<file path="src/rtl/j2t_judge.sv">
module j2t_judge #(
  parameter int NBYTES  = 16,
  parameter int PERSIST = 3
) (
  input  logic                clk,
  input  logic                rst_n,
  input  logic                frame_done,
  input  logic                crc_ok,
  input  logic [NBYTES*8-1:0] frame,
  input  logic [NBYTES*8-1:0] expect_v,
  output logic                alarm,
  output logic [NBYTES*8-1:0] acc_trace
);
  localparam int CW = $clog2(PERSIST + 1);
  localparam logic [CW-1:0] FULL = CW'(PERSIST);
  localparam logic [CW-1:0] EDGE = CW'(PERSIST - 1);

  logic [NBYTES-1:0] byte_eq;
  logic              same;
  logic [CW-1:0]     mis_q, ok_q;

  for (genvar g = 0; g < NBYTES; g++) begin : g_cmp
    assign byte_eq[g] = (frame[g*8 +: 8] == expect_v[g*8 +: 8]);
  end
  assign same = &byte_eq;

  always_ff @(posedge clk or negedge rst_n) begin
    if (!rst_n) begin
      mis_q     <= '0;
      ok_q      <= '0;
      alarm     <= 1'b0;
      acc_trace <= '0;
    end else if (frame_done && crc_ok) begin
      acc_trace <= frame;
      if (same) begin
        mis_q <= '0;
        if (ok_q != FULL) ok_q <= ok_q + CW'(1);
        if (ok_q >= EDGE) alarm <= 1'b0;
      end else begin
        ok_q <= '0;
        if (mis_q != FULL) mis_q <= mis_q + CW'(1);
        if (mis_q >= EDGE) alarm <= 1'b1;
      end
    end
  end
endmodule

</file>
<file path="config.mk">
export PLATFORM = sky130hd
export DESIGN_NAME = j2t_judge
export DESIGN_NICKNAME = d
export VERILOG_FILES = /design/src/rtl/j2t_judge.sv
export SDC_FILE = /design/constraint.sdc
export NUM_CORES = 1
export LEC_CHECK = 0
export ABC_AREA = 0
export BUFFER_PORTS_ARGS = -buffer_cell sky130_fd_sc_hd__buf_2
export CAP_MARGIN = 20
export CORE_AREA = 3 3 151 153
export DETAILED_ROUTE_END_ITERATION = 10
export DIE_AREA = 0 0 154 156
export GPL_ROUTABILITY_DRIVEN = 1
export SLEW_MARGIN = 10
export SYNTH_ARGS = -nofsm -noshare
export SYNTH_HDL_FRONTEND = slang
export SYNTH_SLANG_ARGS = --single-unit
</file>
<file path="constraint.sdc">
create_clock -name clk -period 4 [get_ports clk]
set_clock_uncertainty 0.15 [all_clocks]
set_input_delay 0.4 -clock clk [delete_from_list [all_inputs] [get_ports clk]]
set_output_delay 0.4 -clock clk [all_outputs]
set_load 0.05 [all_outputs]
</file>
==> out/results.tsv <==
stage	metric	value	unit
detailed_routing	via count	5115	
synth	count leader, synth	dfrtp_1	
global_routing	vias in the first global route	5491	
cts	CTS Root Cell	clkbuf_16	
sta	Finish-stage setup viols	0	
cts	CTS sink count	133	
sta	fin crit share	48.4	%
synth	YS warnings	0	
synth	Synth area leader	dfrtp_1	
sta	maximum clock rate	0.516	GHz
cts	Worst-Skew Late Latency	400	ps
global_routing	initial antenna violation count	0	
pwr	Worst VDD drop	0.000250	V
synth	area share of the largest cell type after synthesis	51.8	%
synth	syn_area_per_cell	13.4	sq um
final_layout	Area Overhead vs Synth	44.2	%
synth	post-synthesis async set-or-reset flop share	100	%
status	status	completed	
placement	Final GP Congestion	0.814	
sta	Relative slew margins	45.7	%
die	# rows	54	
detailed_routing	DR vias/cell	4.38	
sta	Final Critical Period	1940	ps
global_routing	GR Util met1	18.3	%
cts	CTS tree	done	
die	Starting Density	29.6	%
die	Core Region	0.0217	sq mm
detailed_routing	Routed WL	19400	microns
die	Die Y-Extent	156	microns
setup_path	CP Max Fanout	5	
pwr	PwrDens	503	mW/mm^2
sta	Fin. Hold Viols	0	
cts	clock slew at reported path FFs	70	ps
global_routing	pin count of the biggest net entering global routing	90	
detailed_routing	Final ANT Viol Nets	0	
sta	Setup TNS Final	0	ps
final_layout	final net count	1139	
setup_path	kind of critical path	in2reg	
global_routing	Global Route met2 Usage	27.5	%
synth	Synth Register Bits	133	
synth	synthesized area	0.00642	sq mm
synth	Post-synth EDFFs	0	
min_path	Min-Delay Path Class	in2reg	
setup_path	Worst Setup End Kind	flip-flop	
sta	unrepaired setup endpoints after global routing	false	
flow_run	Maximum Capacitance Violations	0	
die	die width	154	microns
synth	syn nets	742	
global_routing	M3 GR Usage	4.77	%
die	io pins	389	
die	DIE AREA	0.0240	sq mm
placement	dpl hpwl	15700	microns
sta	Least-Margin Pin Slew	814	ps
detailed_routing	1st-pass router iterations	3	
synth	Post-Synthesis Cells	478	
synth	Seq/Total Area, Yosys	51.8	%
setup_path	crit start category	primary input	
sta	fin. max-slew vios	0	
cts	Post-CTS Setup Bufs	0	
cts	TritonCTS buffer count	17	
placement	Placement Setup Slack	1480	ps
pwr	Pleak	4.31	nW
final_layout	diode count	0	
detailed_routing	DRC	0	
setup_path	arrival time worst endpoint	2060	ps
setup_path	CP Data Required Time	4130	ps
synth	distinct cell type count after synthesis	20	
global_routing	GRT Total Usage	15.5	%
sta	Setup WS post-layout	2060	ps
synth	ys flop type	dfrtp_1	
global_routing	gr busiest metal	met2	
final_layout	layout cells sized above 1	62.4	%
placement	PortBufs	388	
synth	cells taking the most area after synthesis	dfrtp_1 52%, mux2_2 22%, xnor2_1 17%	
global_routing	GRT Residual Overflow	0	
cts	CTS H-tree depth	4	
detailed_routing	WL/cell	16.6	microns
detailed_routing	initial DRC count	124	
cts	Bufs on Longest Clock Path	2	
global_routing	first-pass GRT wire length	29100	microns
synth	synth cell count leaders	133 x dfrtp_1, 128 x mux2_2, 128 x xnor2_1	
state kept, by name, summed over array words and instances (netlist names):
name       cells
acc_trace    128
alarm          1
mis_q          2
ok_q           2
per-layer routing:
metal  vias to the layer above  part of all wire, %
met5                         -                    0
met4                         0                  1.0
met3                        12                  7.3
met2                       202                   51
met1                      2427                   40
li1                       2474                    -
critical path, stage by stage:
cell and delay [ps]:
buf_2 100, xnor2_1 240, nand4_1 210, nor4_1 420
nand4_1 330, o21ai_0 240, o211ai_1 110
stage by stage:
step | std cells | instance area (sq um) | power (mW) | hold slack (ps) | util, %
after floorplan | 478 | 6420 | 2.73 | -45.6 | -
after global placement | 1135 | 8700 | 3.22 | 332 | 40.1
after detailed placement | 1135 | 8700 | 3.23 | 337 | 40.1
after CTS | 1168 | 9260 | 4.73 | 77.7 | 42.7
after global routing | 1168 | 9260 | 4.90 | 82.1 | 42.7
final | 1168 | 9260 | 4.66 | 98.0 | 42.7
cells in the final DEF (no fill, tap or decap), drive strengths merged:
cell type	instances
a21o	2
dfrtp	133
nor3	2
xnor2	128
a211oi	2
o22ai	1
and2	1
clkinv	6
nand4	34
o21ai	3
inv	9
or3	2
dlygate4sd3	1
nor4	8
clkinvlp	1
nand2	7
nor2	5
ha	4
clkbuf	18
mux2	128
buf	392
o211ai	1
final cells by class:
class	instances	area, sq um
clock buffers	18	439
clock inverters	14	116
fillers	2120	12400
inverters	2	7.51
multi-input cells	328	3020
flip-flops and latches	133	3330
well taps	280	350
repair buffers	393	2000
cell families (layout without fill, tap and decap cells):
logic type / after synthesis / count (layout) / share of synthesized area, %
simple gates: 59 / 59 / 5.34
fa+ha+maj: 4 / 4 / 0.779
xor+xnor: 128 / 128 / 17.5
flops: 133 / 133 / 51.8
mux: 128 / 128 / 22.4
compound gates: 9 / 9 / 0.916
buf+inv: 17 / 427 / 1.25
report_power, final:
| group | internal (mW) | total (mW) | leakage, nW | switching, mW |
|---|---|---|---|---|
| sequential | 1.55 | 1.65 | 1.56 | 0.0998 |
| combinational | 0.493 | 1.54 | 2.48 | 1.05 |
| clock | 0.827 | 1.47 | 0.274 | 0.642 |
timing repair:
action                                  4_1_cts  5_1_grt
endpoints found under the hold margin        87        0
gates resized for setup                       0        0
endpoints found under the setup margin        0        0
hold buffers                                  1        0
path summary, 6_finish.rpt:
check / startpoint / end / slack [ps] / cells after the start
max in group asynchronous: rst_n / ok_q[1] / 2340 / 3
setup reg to reg: ok_q[0] / ok_q[1] / 2360 / 5
min in group asynchronous: rst_n / acc_trace[105] / 460 / 2
hold / removal: frame[81] / acc_trace[81] / 100 / 2
setup / recovery: expect_v[15] / mis_q[1] / 2060 / 7
hold reg to reg: acc_trace[55] / acc_trace[55] / 350 / 1
Power figures use the tool's default switching activity.
